## config.mk

```make
export PLATFORM = sky130hd
export DESIGN_NAME = hrc_host_ctrl
export DESIGN_NICKNAME = d
export VERILOG_FILES = /design/src/rtl/hrc_pkg.sv /design/src/rtl/hrc_reset_pulse.sv /design/src/rtl/hrc_shutdown_ctl.sv /design/src/rtl/hrc_throttle_map.sv /design/src/rtl/hrc_host_ctrl.sv
export SDC_FILE = /design/constraint.sdc
export NUM_CORES = 1
export LEC_CHECK = 0
export BUFFER_PORTS_ARGS = -buffer_cell sky130_fd_sc_hd__buf_2
export CAP_MARGIN = 10
export CORE_AREA = 10 10 47 49
export DETAILED_ROUTE_END_ITERATION = 7
export DIE_AREA = 0 0 57 59
export PLACE_DENSITY = 0.72
export SETUP_SLACK_MARGIN = 0.4
export SYNTH_ARGS = -nofsm -noshare
export SYNTH_HDL_FRONTEND = slang
export SYNTH_SLANG_ARGS = --single-unit
```

## constraint.sdc

```tcl
create_clock -name clk -period 4 [get_ports clk]
set_input_delay 0.6 -clock clk [delete_from_list [all_inputs] [get_ports clk]]
set_output_delay 0.6 -clock clk [all_outputs]
set_load 0.005 [all_outputs]
```

## src/rtl/hrc_pkg.sv

```systemverilog
`timescale 1ns/1ps
package hrc_pkg;

    typedef enum logic [3:0] {
        PS_G3    = 4'd0,
        PS_G3_S5 = 4'd1,
        PS_S5    = 4'd2,
        PS_S5_S3 = 4'd3,
        PS_S3    = 4'd4,
        PS_S3_S0 = 4'd5,
        PS_S0    = 4'd6,
        PS_S0_S3 = 4'd7,
        PS_S3_S5 = 4'd8,
        PS_S5_G3 = 4'd9
    } pwr_state_e;

    typedef struct packed {
        logic warm_rst;
        logic force_off;
        logic throttle;
    } host_req_t;

    function automatic logic host_is_off(input logic [3:0] st);
        return (st == PS_G3) || (st == PS_G3_S5) ||
               (st == PS_S5) || (st == PS_S5_G3);
    endfunction

endpackage

```

## src/rtl/hrc_reset_pulse.sv

```systemverilog
`timescale 1ns/1ps
module hrc_reset_pulse #(
    parameter int PULSE_MS = 32
) (
    input  logic clk,
    input  logic rst,
    input  logic tick,
    input  logic req,
    input  logic host_off,
    output logic rst_n_o
);
    localparam int CNT_W = $clog2(PULSE_MS + 1);
    localparam logic [CNT_W-1:0] LAST = CNT_W'(PULSE_MS - 1);

    logic             active;
    logic [CNT_W-1:0] cnt;

    always_ff @(posedge clk) begin
        if (rst) begin
            active <= 1'b0;
            cnt    <= '0;
        end else if (!active) begin
            if (req && !host_off) begin
                active <= 1'b1;
                cnt    <= '0;
            end
        end else if (tick) begin
            if (cnt == LAST) begin
                active <= 1'b0;
                cnt    <= '0;
            end else begin
                cnt <= cnt + 1'b1;
            end
        end
    end

    assign rst_n_o = ~active;
endmodule

```

## src/rtl/hrc_shutdown_ctl.sv

```systemverilog
`timescale 1ns/1ps
module hrc_shutdown_ctl (
    input  logic       clk,
    input  logic       rst,
    input  logic       req,
    input  logic       host_off,
    input  logic [3:0] state,
    output logic       press_o
);
    import hrc_pkg::*;

    logic pending;

    always_ff @(posedge clk) begin
        if (rst) begin
            pending <= 1'b0;
        end else if (pending && (state == PS_S5)) begin
            pending <= 1'b0;
        end else if (req && !host_off) begin
            pending <= 1'b1;
        end
    end

    assign press_o = pending;
endmodule

```

## src/rtl/hrc_throttle_map.sv

```systemverilog
`timescale 1ns/1ps
module hrc_throttle_map #(
    parameter bit HOT_ACTIVE_LOW = 1'b0
) (
    input  logic       clk,
    input  logic       rst,
    input  logic       throttle,
    input  logic [3:0] state,
    output logic       hot_o
);
    import hrc_pkg::*;

    localparam logic IDLE_LVL = HOT_ACTIVE_LOW;

    logic level;
    logic hot_q;

    generate
        if (HOT_ACTIVE_LOW) begin : g_inv
            assign level = ~throttle;
        end else begin : g_pass
            assign level = throttle;
        end
    endgenerate

    always_ff @(posedge clk) begin
        if (rst) begin
            hot_q <= IDLE_LVL;
        end else if (state == PS_S0) begin
            hot_q <= level;
        end
    end

    assign hot_o = hot_q;
endmodule

```

## src/rtl/hrc_host_ctrl.sv

```systemverilog
`timescale 1ns/1ps
module hrc_host_ctrl #(
    parameter int PULSE_MS       = 32,
    parameter bit HOT_ACTIVE_LOW = 1'b0
) (
    input  logic       clk,
    input  logic       rst,
    input  logic       ms_tick,
    input  logic [3:0] pwr_state,
    input  logic       warm_rst_req,
    input  logic       force_off_req,
    input  logic       throttle,
    output logic       sys_rst_n,
    output logic       btn_press,
    output logic       prochot,
    output logic       shutdown_pending
);
    import hrc_pkg::*;

    host_req_t req;
    logic      off;
    logic      press;

    assign req = '{warm_rst: warm_rst_req, force_off: force_off_req, throttle: throttle};
    assign off = host_is_off(pwr_state);

    hrc_reset_pulse #(.PULSE_MS(PULSE_MS)) i_pulse (
        .clk(clk), .rst(rst), .tick(ms_tick), .req(req.warm_rst),
        .host_off(off), .rst_n_o(sys_rst_n)
    );

    hrc_shutdown_ctl i_shut (
        .clk(clk), .rst(rst), .req(req.force_off), .host_off(off),
        .state(pwr_state), .press_o(press)
    );

    hrc_throttle_map #(.HOT_ACTIVE_LOW(HOT_ACTIVE_LOW)) i_hot (
        .clk(clk), .rst(rst), .throttle(req.throttle), .state(pwr_state),
        .hot_o(prochot)
    );

    assign btn_press        = press;
    assign shutdown_pending = press;
endmodule

```

==> results of run 1 <==
[layout make-up]
type | instances | area (um^2) | share of cell area (%)
tap | 16 | 20.0 | 3.19
sequential | 9 | 180 | 28.7
inverter | 5 | 18.8 | 2.99
multi-input combinational | 39 | 317 | 50.5
timing repair buffer | 13 | 65.1 | 10.4
clock buffer | 4 | 26.3 | 4.19
[per-stage QoR]
stage | instances | utilization (%)
finish | 86 | 44.7
floorplan | 54 | -
global placement | 82 | 42.9
global route | 86 | 44.7
CTS | 86 | 44.7
detailed placement | 82 | 42.9
[cell usage in the layout, fill, tap and decap left out]
master	instances
nand3b_1	2
mux2i_1	4
ha_1	1
o31a_1	1
o21ai_1	2
clkbuf_4	3
and3b_1	1
a211o_1	1
and4_1	1
or3_1	1
nor2_1	1
o21a_1	2
a21oi_1	3
and2_1	2
dfxtp_1	9
clkbuf_1	1
nand3_1	1
inv_1	5
nand2b_1	1
or4_4	1
o221ai_1	1
mux2_4	1
a2bb2oi_2	1
o211a_4	1
o211ai_1	1
o21ai_0	1
buf_2	13
nor3_1	1
nor4_2	1
o211ai_2	1
and4bb_1	1
a31oi_1	1
nand2_1	3
[kinds of logic after synthesis]
kind of cell,after synthesis
compound gates,16
flops,9
simple gates,17
buf+inv,6
fa+ha+maj,1
mux,5
[flip-flops by register name, summed over array words and instances (netlist names)]
name,cells
i_pulse.cnt,6
i_hot.hot_o,1
i_pulse.active,1
i_shut.press_o,1
[worst paths after layout]
check | startpoint | to | slack (ns)
hold reg to reg | i_pulse.cnt[0] | i_pulse.cnt[0] | 0.49
hold / removal | i_pulse.cnt[0] | i_pulse.cnt[0] | 0.49
setup reg to reg | i_pulse.cnt[0] | i_pulse.cnt[5] | 2.58
setup / recovery | i_pulse.active | sys_rst_n | 2.47
[report_power, final]
group,switching (uW),leakage (uW),internal [uW],total [uW]
combinational,13.6,0.000167,15.0,28.7
sequential,2.75,0.0000732,92.3,95.1
clock,33.8,0.0000150,38.6,72.3
total,50.2,0.000255,146,196
[layer usage]
layer	vias to the layer above	track usage (%)	wire, um
li1	234	-	-
met1	223	7.85	461
met2	8	12.1	607
met3	4	1.50	32
met4	0	7.05	29
met5	-	0	0
==> out/results.tsv, run 1 <==
stage	metric	value	unit
status	outcome	complete, no violations	
power_and_ir_drop	ir_drop	181	uV
clock_network	clk_latency	0.26	ns
timing	fin_hold_ws	0.492	ns
synthesis	synth_top_family_by_area	compound AO/OA/AOI/OAI gates	
grt	overflow	0	
cells_and_area	fillers	147	
grt	grt_pass1_wl	2.02	mm
power_and_ir_drop	p_leak	0.000255	uW
cells_and_area	fin_nets	82	
floorplan	die_x	57	um
setup_path	worst-path-max-fanout	7	
setup_path	slowest_stage	dfxtp_1	
synthesis	synth.cell_area	523	um^2
clock_network	hold_buffers	0	
synthesis	ys_async_sr_fraction	0	%
setup_path	crit_path_cell_trace	inv_1 -> buf_2	
setup_path	path_buf_inv	2	
power_and_ir_drop	total_power	196	uW
setup_path	worstRegToRegCells	4	
synthesis	synth_flop_cell	dfxtp_1	
timing	slew_headroom	82.9	%
route	dr_total_vias	469	
cells_and_area	synthToLayoutAreaGrowth	19.9	%
synthesis	synth.net_count	65	
route	totalWireLength	1.13	mm
synthesis	synth_compound_area_share	24.9	%
timing	post-route-worst-setup-slack	2.47	ns
clock_network	clock-sinks	9	
cells_and_area	drive_gt1_share	31.4	%
floorplan	io_pins	14	
setup_path	startpoint_type	register	
clock_network	cts_buffer_depth	2	
clock_network	cts-buffers-inserted	3	
synthesis	synth.yosys.seq_area_share	34.4	%
floorplan	dieArea	0.00336	mm^2
timing	hold_violations	0	
floorplan	rows	14	
route	drc	0	
route	drt_iter0_markers	5	
synthesis	ys.warnings.count	0	
clock_network	postCtsResizedCells	0	
synthesis	synth-adder-area-share	2.39	%
route	wire_per_inst	13.1	um
clock_network	clk_pin_slew_worst_paths	0.06	ns
place	place_area	601	um^2
grt	grt_pass1_vias	471	
job	drv_cap	0	
synthesis	synth-edff-count	0	
place	port_buffers	13	
route	ant_nets	0	
synthesis	yosysMostFrequentCell	dfxtp_1	
grt	grt_max_degree	9	
grt	antenna_found_initial	0	
synthesis	ys_top_cells_by_count	9 x dfxtp_1, 5 x inv_1, 4 x mux2i_1	
floorplan	start_util	37.3	%
grt	gr-usage-all-layers	7.44	%
min_path	hp-class	reg -> reg	
setup_path	cp_num_cells	2	
timing	tns	0	ns
timing	fin_skew	0.00273	ns
route	drt_pass1_iterations	4	
synthesis	synth_top_cell_area_share	34.4	%
setup_path	crit_path_end_kind	output port	
timing	fin_crit_sh	38.3	%
timing	rsz0062_at_grt	false	
clock_network	cts_tree	built	
setup_path	cp_data_required_time	3.40	ns
place	globalplace.congestion	0.854	
synthesis	syn_inst	54	
synthesis	synth_top_cells_by_area	dfxtp_1 34%, mux2i_1 7.7%, inv_1 3.6%	
clock_network	htree_num_levels	1	
synthesis	avgSynthCellArea	9.69	um^2
synthesis	synth-seq-cells	9	
synthesis	synth-xor-area-share	0	%
timing	drv_slew	0	
floorplan	core	0.00140	mm^2
timing	period_minus_slack	1.53	ns
power_and_ir_drop	p_per_area	313	mW/mm^2
clock_network	root_buffer	clkbuf_4	
clock_network	cts_setup_buffers	0	
timing	finalSetupViolCount	0	
synthesis	synth-simple-area-share	22.7	%
route	viasPerCell	5.45	
setup_path	worstSetupPathType	reg -> out	
cells_and_area	antennaDiodeCount	0	
min_path	worstHoldPathCells	1	
timing	tightestPinTransition	0.254	ns
place	dp_slack	2.39	ns
timing	fmax	652	MHz
synthesis	yosysTopAreaCell	dfxtp_1	
setup_path	slowest_delay	0.44	ns
synthesis	ys_types	31	
synthesis	synthMuxAreaShare	10.5	%
cells_and_area	finalInstanceArea	627	um^2
setup_path	cp_top_family	flip-flops	
place	hpwlAfterDp	917	um
setup_path	crit_arrival	0.93	ns
floorplan	die_h	59	um
Note: power is estimated with default switching activity, not from simulation.
==> run 2: changes to the inputs <==
--- a/config.mk
+++ b/config.mk
@@ -10,7 +10,7 @@
 export CORE_AREA = 10 10 47 49
 export DETAILED_ROUTE_END_ITERATION = 7
 export DIE_AREA = 0 0 57 59
-export PLACE_DENSITY = 0.72
+export PLACE_DENSITY = 0.74
 export SETUP_SLACK_MARGIN = 0.4
 export SYNTH_ARGS = -nofsm -noshare
 export SYNTH_HDL_FRONTEND = slang
==> constraint.sdc (replaced) <==
create_clock -name clk -period 1.2 [get_ports clk]
set_input_delay 0.18 -clock clk [delete_from_list [all_inputs] [get_ports clk]]
set_output_delay 0.18 -clock clk [all_outputs]
set_load 0.005 [all_outputs]
==> run 2 against run 1 <==
  * The run now ends with negative setup slack left
  * First-iteration DRC count decreased by 20%
  * Critical path type is now reg -> reg
  * Worst hold slack lost 0.34 ns
  * Highest routed layer unchanged
  * Global-route usage is 0.62 points higher
  * Count of clock-buffer cells in the layout unchanged
  * Setup slack got worse by 2.5 ns
  * Design area grew 28%
  * Clock skew up 0.00078 ns
  * Critical path depth increased by 2
  * Largest power group unchanged
  * Power rose to 3.6 times the previous value
  * Wire length rose by 15%
==> out/results.tsv, run 2 (same netlist as run 1, synthesis figures left out) <==
stage	metric	value	unit	change
grt	grt_pass1_wl	2.14	mm	was 2.02 mm
clock_network	clk_latency	0.27	ns	was 0.26 ns
floorplan	core	0.00140	mm^2	unchanged
place	hpwlAfterDp	962	um	was 917 um
cells_and_area	max_flop_register	i_pulse.cnt		unchanged
setup_path	worstRegToRegCells	4		unchanged
grt	gr-usage-all-layers	8.06	%	was 7.44%
cells_and_area	largest_reg_flops	6		unchanged
power_and_ir_drop	p_leak	0.000339	uW	was 0.000255 uW
floorplan	die_x	57	um	unchanged
cells_and_area	layout.cells.non_filler	100		was 86
route	wire_per_inst	13.0	um	was 13.1 um
place	globalplace.congestion	0.775		was 0.854
clock_network	clock-sinks	9		unchanged
floorplan	dieArea	0.00336	mm^2	unchanged
clock_network	cts-buffers-inserted	3		unchanged
clock_network	clk_pin_slew_worst_paths	0.07	ns	was 0.06 ns
cells_and_area	fin_util	57.4	%	was 44.7%
power_and_ir_drop	p_per_area	877	mW/mm^2	was 313 mW/mm^2
timing	fin_crit_sh	103	%	
route	viasPerCell	5.18		was 5.45
timing	rsz0062_at_grt	true		was false
cells_and_area	final_common_cell	buf_2		unchanged
place	port_buffers	13		unchanged
status	outcome	finished, violations left		was complete, no violations
setup_path	r2r_slack	-0.04	ns	was 2.58 ns
timing	fin_skew	0.00351	ns	was 0.00273 ns
clock_network	root_buffer	clkbuf_4		unchanged
grt	antenna_found_initial	0		unchanged
route	dr_total_vias	518		was 469
route	drt_iter0_markers	4		was 5
cells_and_area	antennaDiodeCount	0		unchanged
min_path	hp-class	in -> reg		was reg -> reg
clock_network	hold_buffers	0		unchanged
floorplan	die_h	59	um	unchanged
clock_network	cts_tree	built		unchanged
setup_path	regToRegStartpoint	i_pulse.cnt[0]		unchanged
setup_path	critical_path.startpoint	i_pulse.cnt[0]		was i_pulse.active
floorplan	io_pins	14		unchanged
place	dpl.cell_count	92		was 82
status	violations	negative setup slack		
floorplan	rows	14		unchanged
job	drv_cap	0		unchanged
grt	grt_pass1_vias	507		was 471
grt	grt_max_degree	7		was 9
timing	post-route-worst-setup-slack	-0.0351	ns	was 2.47 ns
power_and_ir_drop	ir_drop	668	uV	was 181 uV
timing	drv_slew	0		unchanged
timing	slew_headroom	80.7	%	was 82.9%
clock_network	cts_buffer_depth	2		unchanged
setup_path	startpoint_type	register		unchanged
grt	overflow	0		unchanged
timing	fmax	810	MHz	
route	drt_pass1_iterations	4		unchanged
setup_path	endpoint	i_pulse.cnt[5]		was sys_rst_n
setup_path	reg2reg_to	i_pulse.cnt[5]		unchanged
route	ant_nets	0		unchanged
setup_path	worstSetupPathType	reg -> reg		was reg -> out
cells_and_area	fillers	115		was 147
cells_and_area	fin_nets	96		was 82
timing	tightestPinTransition	0.289	ns	was 0.254 ns
timing	period_minus_slack	1.24	ns	
route	totalWireLength	1.30	mm	was 1.13 mm
cells_and_area	drive_gt1_share	58.3	%	was 31.4%
setup_path	cp_data_required_time	1.40	ns	was 3.40 ns
setup_path	crit_arrival	1.44	ns	was 0.93 ns
setup_path	worst-path-max-fanout	2		was 7
timing	tns	-0.0556	ns	was 0 ns
cells_and_area	synthToLayoutAreaGrowth	53.8	%	was 19.9%
timing	hold_violations	0		unchanged
route	drc	0		unchanged
setup_path	crit_path_end_kind	register		was output port
clock_network	htree_num_levels	1		unchanged
cells_and_area	final_cell_mix	11 x buf_2, 10 x buf_4, 6 x buf_6		was 13 x buf_2, 9 x dfxtp_1, 5 x inv_1
timing	finalSetupViolCount	2		was 0
floorplan	start_util	37.3	%	unchanged
-- run 2: cell count changes in the layout (fill, tap and decap cells not counted), sizes merged --
cell	before	now
buf	13	27
-- run 2: critical path: stages (launching register included) --
cell and delay (ns):
dfxtp_2 0.33, ha_4 0.15, and2_4 0.15, or4_4 0.47, o211ai_2 0.07
-- run 2: final cells by class --
type / instances / area (um^2) / area share (%)
clock buffer: 4 / 26.3 / 3.27
inverter: 5 / 21.3 / 2.64
multi-input combinational: 39 / 350 / 43.5
sequential: 9 / 189 / 23.5
tap: 16 / 20.0 / 2.49
timing repair buffer: 27 / 198 / 24.6
-- run 2: power by group --
part	total (uW)	internal, uW	switching [uW]
Clock	247	129	118
Combinational	142	81.8	59.7
Sequential	318	309	8.91
Total	706	519	186
-- run 2: through the flow --
step	worst slack (ns)	power, uW	hold WS [ns]	instance area, um^2
after detailed placement	-0.0360	438	0.425	694
after global routing	-0.0592	737	0.170	805
after CTS	-0.0405	705	0.144	774
final	-0.0351	706	0.149	805
after global placement	-0.0219	435	0.421	694
after floorplan	-0.0291	384	0.249	542
-- run 2: metal layers --
layer	global-route usage [%]	part of all wire (%)	up-vias
met2	12.7	50	9
li1	-	-	267
met1	8.24	43	236
met5	0	0	-
met4	8.05	3.5	0
met3	2.36	3.3	6
-- run 2: how the worst min path moves through the flow --
stage             start              to  slack [ns]  cells past startpoint
5_1_grt        throttle     i_hot.hot_o        0.17                      3
3_3_place_gp   throttle     i_hot.hot_o        0.42                      3
6_report       throttle     i_hot.hot_o        0.15                      3
2_1_floorplan       rst  i_shut.press_o        0.25                      1
4_1_cts        throttle     i_hot.hot_o        0.14                      3
3_5_place_dp   throttle     i_hot.hot_o        0.42                      3
-- run 2: timing repair --
action                                  CTS  global route
gates resized for setup                  11             5
cloned                                    0             0
buffers inserted                          3             1
endpoints found under the setup margin   11            11
pin swaps                                 7             3
==> run 3: changes to the inputs <==
--- a/config.mk
+++ b/config.mk
@@ -8,6 +8,7 @@
 export BUFFER_PORTS_ARGS = -buffer_cell sky130_fd_sc_hd__buf_2
 export CAP_MARGIN = 10
 export CORE_AREA = 10 10 47 49
+export CTS_BUF_LIST = sky130_fd_sc_hd__clkbuf_4 sky130_fd_sc_hd__clkbuf_8
 export DETAILED_ROUTE_END_ITERATION = 7
 export DIE_AREA = 0 0 57 59
 export PLACE_DENSITY = 0.74
==> run 3 against run 2 <==
  * Largest cell class unchanged
  * Design area is 0.47% higher
  * Global-route usage is 0.27 points lower
  * Clock skew is 0.0031 ns lower
  * Final cell count stayed put
  * Critical path type unchanged
  * Via count is 2.9% lower
  * Non-clock buffer count stayed put
  * The flow still finishes with violations (negative setup slack)
  * Critical endpoint unchanged
  * Die area stayed put
==> out/results.tsv, run 3 (same netlist as run 1, synthesis figures left out) <==
stage	metric	value	unit	change
status	outcome	finished, violations left		unchanged
status	violations	negative setup slack		unchanged
clock_network	clk_latency	0.26	ns	was 0.27 ns
route	ant_nets	0		unchanged
route	drt_iter0_markers	4		unchanged
setup_path	cp_data_required_time	1.39	ns	was 1.40 ns
cells_and_area	register_area	189	um^2	unchanged
timing	tns	-0.0350	ns	was -0.0556 ns
cells_and_area	fillers	113		was 115
route	wire_per_inst	12.4	um	was 13.0 um
cells_and_area	finalInstanceArea	808	um^2	was 805 um^2
clock_network	clk_pin_slew_worst_paths	0.06	ns	was 0.07 ns
floorplan	die_x	57	um	unchanged
route	drc	0		unchanged
place	hpwlAfterDp	962	um	unchanged
power_and_ir_drop	total_power	720	uW	was 706 uW
floorplan	dieArea	0.00336	mm^2	unchanged
clock_network	hold_buffers	0		unchanged
timing	slew_headroom	80.7	%	about the same
timing	drv_slew	0		unchanged
power_and_ir_drop	p_sw_share	24.8	%	was 26.4%
timing	finalSetupViolCount	1		was 2
route	dr_total_vias	503		was 518
power_and_ir_drop	intPower	542	uW	was 519 uW
grt	antenna_found_initial	0		unchanged
cells_and_area	fin_nets	96		unchanged
route	drt_pass1_iterations	3		was 4
place	dpl.cell_count	92		unchanged
power_and_ir_drop	ir_drop	661	uV	was 668 uV
cells_and_area	final_cell_mix	11 x buf_2, 10 x buf_4, 6 x buf_6		unchanged
timing	fin_crit_sh	103	%	about the same
place	dp_slack	-0.0360	ns	unchanged
cells_and_area	max_flop_register	i_pulse.cnt		unchanged
power_and_ir_drop	p_clk_share	36.4	%	was 34.9%
route	totalWireLength	1.24	mm	was 1.30 mm
timing	hold_violations	0		unchanged
clock_network	htree_num_levels	1		unchanged
timing	fmax	810	MHz	about the same
job	drv_cap	0		unchanged
clock_network	cts-buffers-inserted	3		unchanged
clock_network	cts_buffer_depth	2		unchanged
setup_path	slowest_stage	or4_4		unchanged
setup_path	crit_path_end_kind	register		unchanged
setup_path	startpoint_type	register		unchanged
cells_and_area	largest_reg_flops	6		unchanged
grt	grt_pass1_vias	512		was 507
timing	fin_skew	0.000462	ns	was 0.00351 ns
floorplan	io_pins	14		unchanged
cells_and_area	synthToLayoutAreaGrowth	54.5	%	was 53.8%
timing	tightestPinTransition	0.289	ns	about the same
power_and_ir_drop	switchingPower	178	uW	was 186 uW
clock_network	root_buffer	clkbuf_4		unchanged
power_and_ir_drop	sequentialPowerShare	44.1	%	was 45.0%
timing	period_minus_slack	1.24	ns	about the same
cells_and_area	drive_gt1_share	59.5	%	was 58.3%
cells_and_area	layout.cells.non_filler	100		unchanged
power_and_ir_drop	p_comb_share	19.4	%	was 20.0%
cells_and_area	multi_input_area	350	um^2	unchanged
power_and_ir_drop	p_leak	0.000342	uW	was 0.000339 uW
clock_network	cts_tree	built		unchanged
route	viasPerCell	5.03		was 5.18
floorplan	die_h	59	um	unchanged
place	port_buffers	13		unchanged
cells_and_area	antennaDiodeCount	0		unchanged
timing	post-route-worst-setup-slack	-0.0350	ns	was -0.0351 ns
min_path	hp-class	in -> reg		unchanged
place	globalplace.congestion	0.775		unchanged
floorplan	start_util	37.3	%	unchanged
grt	grt_pass1_wl	2.13	mm	was 2.14 mm
setup_path	worstSetupPathType	reg -> reg		unchanged
clock_network	clock-sinks	9		unchanged
grt	gr-usage-all-layers	7.79	%	was 8.06%
power_and_ir_drop	p_per_area	891	mW/mm^2	was 877 mW/mm^2
grt	grt_max_degree	7		unchanged
cells_and_area	final_common_cell	buf_2		unchanged
setup_path	worst-path-max-fanout	2		unchanged
timing	rsz0062_at_grt	true		unchanged
grt	overflow	0		unchanged
floorplan	core	0.00140	mm^2	unchanged
setup_path	crit_path_cell_trace	ha_4 -> and2_4 -> or4_4 -> o211ai_2		unchanged
setup_path	slowest_delay	0.47	ns	about the same
floorplan	rows	14		unchanged
setup_path	crit_arrival	1.43	ns	was 1.44 ns
place	place_area	694	um^2	unchanged
==> run 3: per-stage QoR <==
| stage | hold WS (ns) | util (%) |
|---|---|---|
| finish | 0.161 | 57.7 |
| global route | 0.188 | 57.7 |
| CTS | 0.150 | 55.5 |
| detailed placement | 0.425 | 49.6 |
| global placement | 0.421 | 49.6 |
| floorplan | 0.249 | - |
==> run 3: area by class of cell <==
type	instances	share of cell area [%]
multi-input combinational	39	43.3
timing repair buffer	27	24.5
sequential	9	23.4
clock buffer	4	3.72
inverter	5	2.63
tap	16	2.48
==> run 3: worst max-delay path: cells and delay by family (launching register included) <==
family,cells,cell delay [ns]
AND/OR/NAND/NOR,2,0.62
flip-flops,1,0.33
adder cells (fa/ha/maj),1,0.15
AO/OA/AOI/OAI,1,0.07
==> run 3: routing by layer <==
layer | wire [um] | track usage (%) | vias up
met3 | 28 | 1.50 | 4
met5 | 0 | 0 | -
met4 | 31 | 7.05 | 0
met2 | 638 | 12.7 | 7
met1 | 542 | 8.34 | 226
li1 | - | - | 266
==> run 3: timing repair <==
action | in CTS | in global routing
setup endpoints to repair | 11 | 11
pin swaps | 7 | 3
gates resized for setup | 11 | 5
setup buffers | 3 | 1
==> run 3: final timing paths <==
| kind | from | end | slack [ns] | cells past startpoint |
|---|---|---|---|---|
| min reg2reg | i_shut.press_o | i_shut.press_o | 0.49 | 2 |
| max | i_pulse.cnt[0] | i_pulse.cnt[5] | -0.04 | 4 |
| max reg2reg | i_pulse.cnt[0] | i_pulse.cnt[5] | -0.04 | 4 |
| min | throttle | i_hot.hot_o | 0.16 | 3 |
==> run 3: power groups by stage <==
stage | clock (uW) | combinational, uW | sequential (uW)
global route | 278 | 155 | 319
floorplan | 0 | 59.6 | 325
detailed placement | 0 | 114 | 323
CTS | 269 | 136 | 318
global placement | 0 | 113 | 323
finish | 262 | 140 | 318
